**config.mk**
```make
export PLATFORM = sky130hd
export DESIGN_NAME = fpm_dram_ctrl
export DESIGN_NICKNAME = d
export VERILOG_FILES = /design/src/rtl/fpm_pkg.sv /design/src/rtl/fpm_age.sv /design/src/rtl/fpm_refresh_sched.sv /design/src/rtl/fpm_addr_mux.sv /design/src/rtl/fpm_dram_ctrl.sv
export SDC_FILE = /design/constraint.sdc
export NUM_CORES = 1
export LEC_CHECK = 0
export CAP_MARGIN = 5
export CORE_MARGIN = 3
export CORE_UTILIZATION = 52
export CTS_CLUSTER_SIZE = 16
export DETAILED_ROUTE_END_ITERATION = 7
export GPL_TIMING_DRIVEN = 0
export HOLD_SLACK_MARGIN = 0.02
export PLACE_DENSITY = 0.71
export SLEW_MARGIN = 20
export SYNTH_ARGS = -nofsm -noshare
export SYNTH_HDL_FRONTEND = slang
export SYNTH_HIERARCHICAL = 1
export SYNTH_SLANG_ARGS = --single-unit
```
**constraint.sdc**
```tcl
create_clock -name clk -period 6.8 [get_ports clk]
set_input_delay 1.7 -clock clk [delete_from_list [all_inputs] [get_ports clk]]
set_output_delay 1.7 -clock clk [all_outputs]
set_load 0.05 [all_outputs]
```
**src/rtl/fpm_pkg.sv**
```systemverilog
package fpm_pkg;

  typedef enum logic [3:0] {
    ST_PAUSE,
    ST_IDLE,
    ST_ROW,
    ST_RCD,
    ST_COL,
    ST_CAS,
    ST_OPEN,
    ST_CLOSE,
    ST_CBR_CAS,
    ST_CBR_RAS
  } ctl_state_e;

  typedef enum logic [1:0] {
    SEL_NONE,
    SEL_ROW,
    SEL_COL
  } addr_sel_e;

  // indices into the edge-age counter bank
  localparam int N_AGE  = 5;
  localparam int AG_RF  = 0;  // since row strobe fell
  localparam int AG_RR  = 1;  // since row strobe rose
  localparam int AG_CF  = 2;  // since column strobe fell
  localparam int AG_CR  = 3;  // since column strobe rose
  localparam int AG_COL = 4;  // since column address applied

  function automatic int ns_to_cyc(input int ns, input int clk_ns);
    int c;
    c = (ns + clk_ns - 1) / clk_ns;
    if (c < 1) c = 1;
    return c;
  endfunction

endpackage

```
**src/rtl/fpm_age.sv**
```systemverilog
module fpm_age #(
  parameter int W = 8
) (
  input  logic         clk,
  input  logic         rst_n,
  input  logic         restart,
  output logic [W-1:0] age
);

  // age counts edges since the event, loaded with 1 at the event edge
  always_ff @(posedge clk or negedge rst_n) begin
    if (!rst_n)            age <= '1;
    else if (restart)      age <= W'(1);
    else if (age != '1)    age <= age + 1'b1;
  end

endmodule

```
**src/rtl/fpm_refresh_sched.sv**
```systemverilog
module fpm_refresh_sched #(
  parameter int PAUSE_CYC = 25000,
  parameter int REF_CYC   = 1875,
  parameter int INIT_REFS = 8
) (
  input  logic clk,
  input  logic rst_n,
  input  logic ref_ack,
  output logic pause_done,
  output logic init_done,
  output logic ref_pend
);

  localparam int PW = $clog2(PAUSE_CYC + 1);
  localparam int RW = $clog2(REF_CYC + 1);
  localparam int IW = $clog2(INIT_REFS + 1);

  logic [PW-1:0] pause_cnt;
  logic [IW-1:0] init_left;
  logic [RW-1:0] tick_cnt;
  logic          tick_pend;

  assign pause_done = (pause_cnt == '0);
  assign init_done  = pause_done && (init_left == '0);
  assign ref_pend   = pause_done && ((init_left != '0) || tick_pend);

  always_ff @(posedge clk or negedge rst_n) begin
    if (!rst_n) begin
      pause_cnt <= PW'(PAUSE_CYC);
      init_left <= IW'(INIT_REFS);
      tick_cnt  <= '0;
      tick_pend <= 1'b0;
    end else begin
      if (!pause_done) pause_cnt <= pause_cnt - 1'b1;
      if (ref_ack) begin
        if (init_left != '0) init_left <= init_left - 1'b1;
        else                 tick_pend <= 1'b0;
      end
      if (init_done) begin
        if (tick_cnt == RW'(REF_CYC - 1)) begin
          tick_cnt  <= '0;
          tick_pend <= 1'b1;
        end else begin
          tick_cnt <= tick_cnt + 1'b1;
        end
      end
    end
  end


  ack_only_pending_chk: assert property (@(posedge clk) disable iff (!rst_n)
    ref_ack |-> ref_pend);

endmodule

```
**src/rtl/fpm_addr_mux.sv**
```systemverilog
module fpm_addr_mux
  import fpm_pkg::*;
#(
  parameter int ROW_W = 11,
  parameter int COL_W = 10
) (
  input  addr_sel_e                sel,
  input  logic [ROW_W+COL_W-1:0]   addr,
  output logic [ROW_W-1:0]         dram_a
);

  always_comb begin
    case (sel)
      SEL_ROW: dram_a = addr[ROW_W+COL_W-1:COL_W];
      SEL_COL: dram_a = ROW_W'(addr[COL_W-1:0]);
      default: dram_a = '0;
    endcase
  end

endmodule

```
**src/rtl/fpm_dram_ctrl.sv**
```systemverilog
module fpm_dram_ctrl
  import fpm_pkg::*;
#(
  parameter int CLK_NS        = 8,
  parameter int ROW_W         = 11,
  parameter int COL_W         = 10,
  parameter int DQ_W          = 8,
  parameter int AGE_W         = 8,
  parameter int T_RC_NS       = 84,
  parameter int T_RAS_NS      = 50,
  parameter int T_RP_NS       = 30,
  parameter int T_RCD_NS      = 20,
  parameter int T_RAC_NS      = 50,
  parameter int T_CAC_NS      = 13,
  parameter int T_AA_NS       = 25,
  parameter int T_PC_NS       = 35,
  parameter int T_CP_NS       = 10,
  parameter int T_CAS_NS      = 13,
  parameter int T_CSR_NS      = 10,
  parameter int T_ASC_NS      = 1,
  parameter int REF_NS        = 15000,
  parameter int INIT_PAUSE_NS = 200000,
  parameter int INIT_REFS     = 8
) (
  input  logic                   clk,
  input  logic                   rst_n,
  input  logic                   req_valid,
  output logic                   req_ready,
  input  logic [ROW_W+COL_W-1:0] req_addr,
  input  logic                   req_we,
  input  logic [DQ_W-1:0]        req_wdata,
  output logic                   rsp_valid,
  output logic [DQ_W-1:0]        rsp_rdata,
  output logic [ROW_W-1:0]       dram_a,
  output logic                   dram_ras_n,
  output logic                   dram_cas_n,
  output logic                   dram_we_n,
  output logic                   dram_oe_n,
  output logic [DQ_W-1:0]        dram_dq_out,
  output logic                   dram_dq_oe,
  input  logic [DQ_W-1:0]        dram_dq_in
);

  localparam int AW = ROW_W + COL_W;

  localparam logic [AGE_W-1:0] C_RC  = AGE_W'(ns_to_cyc(T_RC_NS,  CLK_NS));
  localparam logic [AGE_W-1:0] C_RAS = AGE_W'(ns_to_cyc(T_RAS_NS, CLK_NS));
  localparam logic [AGE_W-1:0] C_RP  = AGE_W'(ns_to_cyc(T_RP_NS,  CLK_NS));
  localparam logic [AGE_W-1:0] C_RCD = AGE_W'(ns_to_cyc(T_RCD_NS, CLK_NS));
  localparam logic [AGE_W-1:0] C_RAC = AGE_W'(ns_to_cyc(T_RAC_NS, CLK_NS));
  localparam logic [AGE_W-1:0] C_CAC = AGE_W'(ns_to_cyc(T_CAC_NS, CLK_NS));
  localparam logic [AGE_W-1:0] C_AA  = AGE_W'(ns_to_cyc(T_AA_NS,  CLK_NS));
  localparam logic [AGE_W-1:0] C_PC  = AGE_W'(ns_to_cyc(T_PC_NS,  CLK_NS));
  localparam logic [AGE_W-1:0] C_CP  = AGE_W'(ns_to_cyc(T_CP_NS,  CLK_NS));
  localparam logic [AGE_W-1:0] C_CAS = AGE_W'(ns_to_cyc(T_CAS_NS, CLK_NS));
  localparam logic [AGE_W-1:0] C_CSR = AGE_W'(ns_to_cyc(T_CSR_NS, CLK_NS));
  localparam logic [AGE_W-1:0] C_ASC = AGE_W'(ns_to_cyc(T_ASC_NS, CLK_NS));
  localparam int PAUSE_CYC = ns_to_cyc(INIT_PAUSE_NS, CLK_NS);
  localparam int REF_CYC   = ns_to_cyc(REF_NS, CLK_NS);

  ctl_state_e st_q, st_d;
  addr_sel_e  sel_q, sel_d;
  logic ras_q, ras_d, cas_q, cas_d, we_q, we_d, oe_q, oe_d, dqoe_q, dqoe_d;
  logic hold_q, hold_d, rsp_v_q, rsp_v_d;
  logic [DQ_W-1:0] rdata_q, rdata_d;
  logic [AW-1:0]   rq_addr;
  logic            rq_we;
  logic [DQ_W-1:0] rq_wd;

  logic pause_done, init_done, ref_pend, ref_ack;
  logic accept, row_hit, ras_gap_ok, cas_gap_ok, cas_done;

  logic [N_AGE-1:0] age_rst;
  logic [AGE_W-1:0] ages [N_AGE];

  // ---------------- edge-age counters ----------------
  generate
    for (genvar gi = 0; gi < N_AGE; gi++) begin : g_age
      fpm_age #(.W(AGE_W)) u_age (
        .clk     (clk),
        .rst_n   (rst_n),
        .restart (age_rst[gi]),
        .age     (ages[gi])
      );
    end
  endgenerate

  always_comb begin
    age_rst         = '0;
    age_rst[AG_RF]  = ras_q & ~ras_d;
    age_rst[AG_RR]  = ~ras_q & ras_d;
    age_rst[AG_CF]  = cas_q & ~cas_d;
    age_rst[AG_CR]  = ~cas_q & cas_d;
    age_rst[AG_COL] = (st_d == ST_COL) && (st_q != ST_COL);
  end

  // ---------------- refresh and init pacing ----------------
  fpm_refresh_sched #(
    .PAUSE_CYC (PAUSE_CYC),
    .REF_CYC   (REF_CYC),
    .INIT_REFS (INIT_REFS)
  ) u_sched (
    .clk        (clk),
    .rst_n      (rst_n),
    .ref_ack    (ref_ack),
    .pause_done (pause_done),
    .init_done  (init_done),
    .ref_pend   (ref_pend)
  );

  // ---------------- request port ----------------
  assign req_ready = init_done && !ref_pend && ((st_q == ST_IDLE) || (st_q == ST_OPEN));
  assign accept    = req_valid && req_ready;
  assign row_hit   = (req_addr[AW-1:COL_W] == rq_addr[AW-1:COL_W]);

  always_ff @(posedge clk or negedge rst_n) begin
    if (!rst_n) begin
      rq_addr <= '0;
      rq_we   <= 1'b0;
      rq_wd   <= '0;
    end else if (accept) begin
      rq_addr <= req_addr;
      rq_we   <= req_we;
      rq_wd   <= req_wdata;
    end
  end

  // ---------------- timing gates ----------------
  assign ras_gap_ok = (ages[AG_RR] >= C_RP) && (ages[AG_RF] >= C_RC);
  assign cas_gap_ok = (ages[AG_CR] >= C_CP) && (ages[AG_CF] >= C_PC) &&
                      (ages[AG_COL] >= C_ASC);
  assign cas_done   = (ages[AG_CF] >= C_CAS) &&
                      (rq_we || ((ages[AG_RF] >= C_RAC) && (ages[AG_CF] >= C_CAC) &&
                                 (ages[AG_COL] >= C_AA)));

  // ---------------- sequencer ----------------
  always_comb begin
    st_d    = st_q;
    sel_d   = sel_q;
    ras_d   = ras_q;
    cas_d   = cas_q;
    we_d    = we_q;
    oe_d    = oe_q;
    dqoe_d  = dqoe_q;
    hold_d  = hold_q;
    rsp_v_d = 1'b0;
    rdata_d = rdata_q;
    ref_ack = 1'b0;
    case (st_q)
      ST_PAUSE: if (pause_done) st_d = ST_IDLE;
      ST_IDLE: begin
        if (ref_pend) begin
          if (ras_gap_ok && (ages[AG_CR] >= C_CP)) begin
            cas_d = 1'b0;
            st_d  = ST_CBR_CAS;
          end
        end else if (accept) begin
          sel_d = SEL_ROW;
          st_d  = ST_ROW;
        end
      end
      ST_ROW: if (ras_gap_ok) begin
        ras_d = 1'b0;
        st_d  = ST_RCD;
      end
      ST_RCD: if (ages[AG_RF] >= C_RCD) begin
        sel_d  = SEL_COL;
        we_d   = !rq_we;
        oe_d   = rq_we;
        dqoe_d = rq_we;
        st_d   = ST_COL;
      end
      ST_COL: if (cas_gap_ok) begin
        cas_d = 1'b0;
        st_d  = ST_CAS;
      end
      ST_CAS: if (cas_done) begin
        cas_d  = 1'b1;
        we_d   = 1'b1;
        oe_d   = 1'b1;
        dqoe_d = 1'b0;
        st_d   = ST_OPEN;
        if (!rq_we) begin
          rsp_v_d = 1'b1;
          rdata_d = dram_dq_in;
        end
      end
      ST_OPEN: begin
        if (ref_pend) begin
          st_d = ST_CLOSE;
        end else if (accept) begin
          if (row_hit) begin
            sel_d  = SEL_COL;
            we_d   = !req_we;
            oe_d   = req_we;
            dqoe_d = req_we;
            st_d   = ST_COL;
          end else begin
            hold_d = 1'b1;
            st_d   = ST_CLOSE;
          end
        end
      end
      ST_CLOSE: if (ages[AG_RF] >= C_RAS) begin
        ras_d = 1'b1;
        if (hold_q) begin
          hold_d = 1'b0;
          sel_d  = SEL_ROW;
          st_d   = ST_ROW;
        end else begin
          sel_d = SEL_NONE;
          st_d  = ST_IDLE;
        end
      end
      ST_CBR_CAS: if (ages[AG_CF] >= C_CSR) begin
        ras_d = 1'b0;
        st_d  = ST_CBR_RAS;
      end
      ST_CBR_RAS: if (ages[AG_RF] >= C_RAS) begin
        ras_d   = 1'b1;
        cas_d   = 1'b1;
        ref_ack = 1'b1;
        st_d    = ST_IDLE;
      end
      default: st_d = ST_IDLE;
    endcase
  end

  always_ff @(posedge clk or negedge rst_n) begin
    if (!rst_n) begin
      st_q    <= ST_PAUSE;
      sel_q   <= SEL_NONE;
      ras_q   <= 1'b1;
      cas_q   <= 1'b1;
      we_q    <= 1'b1;
      oe_q    <= 1'b1;
      dqoe_q  <= 1'b0;
      hold_q  <= 1'b0;
      rsp_v_q <= 1'b0;
      rdata_q <= '0;
    end else begin
      st_q    <= st_d;
      sel_q   <= sel_d;
      ras_q   <= ras_d;
      cas_q   <= cas_d;
      we_q    <= we_d;
      oe_q    <= oe_d;
      dqoe_q  <= dqoe_d;
      hold_q  <= hold_d;
      rsp_v_q <= rsp_v_d;
      rdata_q <= rdata_d;
    end
  end

  fpm_addr_mux #(.ROW_W(ROW_W), .COL_W(COL_W)) u_amux (
    .sel    (sel_q),
    .addr   (rq_addr),
    .dram_a (dram_a)
  );

  assign dram_ras_n  = ras_q;
  assign dram_cas_n  = cas_q;
  assign dram_we_n   = we_q;
  assign dram_oe_n   = oe_q;
  assign dram_dq_oe  = dqoe_q;
  assign dram_dq_out = rq_wd;
  assign rsp_valid   = rsp_v_q;
  assign rsp_rdata   = rdata_q;

  // ---------------- assertions ----------------

  early_write_chk: assert property (@(posedge clk) disable iff (!rst_n)
    ($fell(dram_cas_n) && !dram_ras_n && !dram_we_n) |-> ($past(!dram_we_n) && dram_dq_oe));


  cbr_order_chk: assert property (@(posedge clk) disable iff (!rst_n)
    ($fell(dram_ras_n) && !dram_cas_n) |-> ($past(!dram_cas_n) && dram_we_n));


  precharge_chk: assert property (@(posedge clk) disable iff (!rst_n)
    $fell(dram_ras_n) |-> ($past(ages[AG_RR]) >= C_RP));


  ready_ref_chk: assert property (@(posedge clk) disable iff (!rst_n)
    req_ready |-> !ref_pend);


  init_block_chk: assert property (@(posedge clk) disable iff (!rst_n)
    !init_done |-> !req_ready);


  bus_dir_chk: assert property (@(posedge clk) disable iff (!rst_n)
    !(dram_dq_oe && !dram_oe_n));

endmodule

```
* Word level (Yosys, flattened, before mapping)
Index checks and enable logic that the tools add are counted.
** Operators by class
- Add/subtract/negate cells :: 8
- Reductions and logical operators :: 37
- Mux-type cells :: 74
- Eq/ne operators :: 29
- Bitwise operators :: 9
- Order comparisons :: 9
** Operator list (count)
- $mux 8 :: 10
- $mux 4 :: 13
- $add 8x1->8 const B :: 5
- $ne 8x8->1 const B :: 5
- $pmux 4 s10 :: 1
- $ge 8x3->1 const B :: 4
- $mux 1 :: 32
- $ge 8x2->1 const B :: 3
- $pmux 11 s2 :: 1
- $eq 4x3->1 const B :: 5
- $mux 2 :: 9
- $ne 2x2->1 const B :: 9
- $logic_not 15->1 :: 1
- $sub 15x1->15 const B :: 1
- $logic_and 1x1->1 :: 13
- $pmux 1 s3 :: 4
- $reduce_bool 2->1 :: 6
- $add 11x1->11 const B :: 1
- $eq 11x11->1 :: 1
- $eq 11x11->1 const B :: 1
- $mux 11 :: 1
- $eq 4x2->1 const B :: 2
- $eq 4x4->1 const B :: 2
- $ge 8x1->1 const B :: 1
- 22 further kinds :: 35
** Word-level totals
- Bits of input ports :: 41
- Logic and storage cells :: 188
- Flip-flop bits (word level) :: 122

* Depth between registers and ports, before layout
Gate-level depths: netlist of run 1.
- Word-level depth :: 13
- Gate-level depth with buffers :: 17
- Mapped depth without buffers :: 15

* Modules after synthesis
The synthesis of run 1 kept the hierarchy.
** By module, submodules not included
- fpm_dram_ctrl :: times used 1, seq. area each 1281.2 sq um, area an instance 2708.8 sq um, cells an instance 251
- fpm_age :: times used 5, seq. area each 210.2 sq um, area an instance 444.2 sq um, cells an instance 48
- fpm_refresh_sched :: times used 1, seq. area each 784.5 sq um, area an instance 1627.8 sq um, cells an instance 160
- fpm_addr_mux :: times used 1, seq. area each 0.0 sq um, area an instance 252.7 sq um, cells an instance 29

* Worst setup path before layout of run 1
Ideal clock, no wire load.
- Path kind :: reg2out
- Start point :: reg u_sched.pause_cnt[0]
- End point :: out req_ready
- Arrival time :: 2.118 ns
- Required time :: 5.100 ns
- Path slack :: 2.982 ns
- Cell stages (with the launch flop) :: 11
- Path through :: dfrtp_1 inv_1 ha_1 nor3b_4 nand4_2 buf_6 inv_2 nand2_1 inv_1 nand2_1 nor2_1
** Between the ends
- Elaborated cells on any way between the ends :: 6
- Classes of those cells :: reduce/logical: 6
** RTL lines
- from (decl) :: RTL line fpm_refresh_sched.sv:18 : logic [PW-1:0] pause_cnt;
- from (signal assigned) :: RTL line fpm_refresh_sched.sv:29 : pause_cnt <= PW'(PAUSE_CYC);
- from (signal assigned) :: RTL line fpm_refresh_sched.sv:34 : if (!pause_done) pause_cnt <= pause_cnt - 1'b1;
- $logic_not 15->1 :: RTL line fpm_refresh_sched.sv:23 : assign pause_done = (pause_cnt == '0);
- net pause_done :: RTL line fpm_dram_ctrl.sv:70 : logic pause_done, init_done, ref_pend, ref_ack;
- $logic_and 1x1->1 :: RTL line fpm_refresh_sched.sv:24 : assign init_done = pause_done && (init_left == '0);
- net init_done :: RTL line fpm_dram_ctrl.sv:70
- $logic_and 1x1->1 (2 in series) :: RTL line fpm_dram_ctrl.sv:112 : assign req_ready = init_done && !ref_pend && ((st_q == ST_IDLE) || (st_q == ST_OPEN));
- to (decl) :: RTL line fpm_dram_ctrl.sv:28 : output logic req_ready,
The timed path passes the listed nets, and every way through them passes these cells.

* Worst setup path in the final report of run 1
- Start point :: reg u_sched.pause_cnt[0]
- End point :: out req_ready
** Between the ends
- Cells in the longest elaborated chain, start to end :: 5
- Elaborated cells on any way between the ends :: 6
- Classes of those cells :: reduce/logical: 6
** RTL lines
- $logic_not 15->1 :: RTL line fpm_refresh_sched.sv:23
- $logic_and 1x1->1 :: RTL line fpm_refresh_sched.sv:25 : assign ref_pend = pause_done && ((init_left != '0) || tick_pend);
- net ref_pend :: RTL line fpm_dram_ctrl.sv:70
- $logic_not 1->1 :: RTL line fpm_dram_ctrl.sv:112
- $logic_and 1x1->1 (2 in series) :: RTL line fpm_dram_ctrl.sv:112
The timed path passes the listed nets, and every way through them passes these cells.

==> results of run 1 <==
## power by group
group / switching, mW / internal, mW
registers: 0.265 / 1.07
logic: 1.09 / 0.744
clock network: 0.314 / 0.586
## stage by stage
step,utilization (%),std cells,power [mW],setup TNS (ns)
final,65.93,959,4.071,0
after global placement,61.04,926,3.108,-53.98
after global routing,65.93,959,4.331,0
after CTS,65.93,959,4.090,0
after detailed placement,61.27,927,3.161,0
after floorplan,-,680,2.644,0
## critical path, cell delays in order (launching register included)
cell	delay, ns
dfrtp_1	0.40
inv_1	0.07
ha_1	0.18
nor3b_4	0.34
nand4_2	0.16
buf_6	0.18
buf_2	0.19
nor2_1	0.33
nor2_1	0.10
nand2_1	0.08
nor2_1	0.05
clkdlybuf4s50_1	0.69
## cell usage in the layout (no fill, tap or decap), types with 18 or more instances in the layout
cell / n
nand2_1: 38
nor3_1: 42
a31oi_1: 20
nand3_1: 33
dfrtp_1: 71
mux2_2: 39
nor2_1: 47
a21oi_1: 35
a211oi_1: 18
inv_1: 22
clkdlybuf4s50_1: 73
dfstp_2: 51
## kinds of logic after synthesis
family / after synthesis / synth area share, %
AOI/OAI and AO/OA: 143 / 14.85
adders and majority gates: 12 / 2.168
and+or+nand+nor: 274 / 22.27
muxes: 43 / 7.037
DFF: 122 / 45.77
xor gates and xnor gates: 26 / 3.344
buffers and inverters: 60 / 4.575
## path summary, 6_finish.rpt
kind,start,end,slack (ns),depth (start not counted)
max in group asynchronous,rst_n,dram_we_n,4.81,2
min in group asynchronous,rst_n,u_sched/tick_pend,1.26,1
min reg2reg,u_sched/init_left[0],u_sched/init_left[0],0.49,1
max reg2reg,u_sched/pause_cnt[0],g_age[4].u_age/age[0],3.18,17
min,u_sched/init_left[0],u_sched/init_left[0],0.49,1
max,u_sched/pause_cnt[0],req_ready,1.92,11
## layout make-up
class,count,area [um2],area share (%)
tap,172,215.2,2.566
timing repair buffer,75,769.5,9.174
clock buffer,25,505.5,6.026
clock inverter,7,87.58,1.044
sequential,122,3117,37.16
inverter,23,86.33,1.029
multi-input combinational,498,3382,40.32
buffer,37,225.2,2.685
## sequential cells by signal (all words and copies together), names as in the netlist, 4 cells and up
register           count
u_sched/tick_cnt      11
dram_dq_out            8
rsp_rdata              8
st_q                   4
g_age.u_age/age       40
u_sched/pause_cnt     15
rq_addr               21
u_sched/init_left      4
## layer usage
layer / vias up / track usage (%) / routed length, um
met3: 17 / 5.379 / 821
met2: 150 / 37.20 / 7546
met5: - / 0 / 0
met4: 0 / 7.932 / 170
li1: 2698 / - / -
met1: 2705 / 28.00 / 6794
==> flow_summary.yaml, run 1 <==
outcome:
  status: "finished, final reports clean"
routing:
  vias: 5570
  ant_nets: 0
  routed_wl_um: 15330
  first_pass_iters: 5
  wire_per_inst_um: 15.99
  via_per_inst: 5.808
  dr.first_iter.drc_count: 328
  drc: 0
synth:
  synthTopCellsByCount: "dfrtp_1 (71), dfstp_2 (51), nor2_1 (47)"
  ys_seq_area_share_pct: 45.77
  synth_cells: 680
  avgSynthCellArea_um2: 10.02
  synth-async-reset-ratio_pct: 100.0
  ys.flop_type: "dfrtp_1"
  synth-edff-count: 0
  synth_cell_types: 63
  ys.warnings.count: 6
  ys_seq_elements: 122
  yosysMostFrequentCell: "dfrtp_1"
  netlist_top_cells_area: "dfrtp_1 (26%), dfstp_2 (20%), mux2_2 (6.4%)"
  yosys.area.top_type_share_pct: 26.09
  synth_top_area_cell: "dfrtp_1"
  syn_area_um2: 6810
  syn_nets: 732
layout:
  stdcell_area_um2: 8388
  fillers: 1047
  nets: 826
  syn_to_final_growth_pct: 23.17
  drive_gt1_share_pct: 24.90
  antennaDiodeCount: 0
floorplan:
  dieWidth_um: 120.4
  io_pins: 75
  core_area_um2: 12720
  row_count: 41
  dieArea_um2: 14510
  die_h_um: 120.4
  start_util_pct: 53.53
grt:
  grt_first_pass_wirelength_um: 26460
  overflow: 0
  grt_use_total_pct: 22.18
  antenna_found_initial: 0
  grt_max_degree: 66
  grt_pass1_vias: 5668
placed_design:
  port_buffers: 74
  place_ws_ns: 2.373
  gp_congestion: 0.8784
  post_dp_cell_area_um2: 7795
  hpwlAfterDp_um: 10540
worst_setup_path:
  required_ns: 5.10
  worstSetupStartpointType: "flip-flop"
  crit_path_max_fanout: 10
  crit_type: "flip-flop to output port"
  crit_path_end_kind: "output port"
  arrival_ns: 3.18
timing:
  setup_viol_count_final: 0
  maxSlewHeadroom_pct: 54.86
  slew_violations: 0
  fmax_mhz: 204.9
  skew_ns: 0.007214
  max_slew.worst_pin.slew_ns: 0.6709
  fin_ws_ns: 1.920
  finalCritPeriodShare_pct: 71.77
  hold_viol: 0
  final.min_clock_period_ns: 4.880
  timing.hold.ws_ns: 0.4885
  rsz0062_at_grt: "false"
cts:
  cts_buffers: 17
  hold_buffers: 0
  clk_path_buf_depth: 2
  cts.clk_slew.worst_paths_ns: 0.05
  cts_sinks: 122
  ctsHtreeMaxLevel: 4
  cts_tree: "yes"
  cts_root_buffer: "clkbuf_16"
  cts-resized-gates: 0
  cts_setup_buffers: 0
  clk_latency_ns: 0.41
power_and_ir_drop:
  cellLeakagePower_nw: 3.364
  power_density_nw_per_um2: 485.4
  ir_drop_mv: 0.3546
min_path:
  hold_path.class: "flip-flop to flip-flop"
flow_run:
  drv_cap: 0
(Power assumes the default switching activity.)
==> run 2: changes to the inputs <==
- clock period: 6.8 -> 5 ns (I/O delays scaled with it)
==> results of run 2 <==
Same layout as run 1 (identical final DEF). Status: finished, final reports clean.
Among the figures that moved: setup slack after placement 2.373 ns -> 1.023 ns; setup slack after layout 1.920 ns -> 0.5699 ns; register-to-register setup slack 3.18 ns -> 1.38 ns; total power 4.071 mW -> 5.537 mW; worst IR drop on VDD 0.3546 mV -> 0.4823 mV
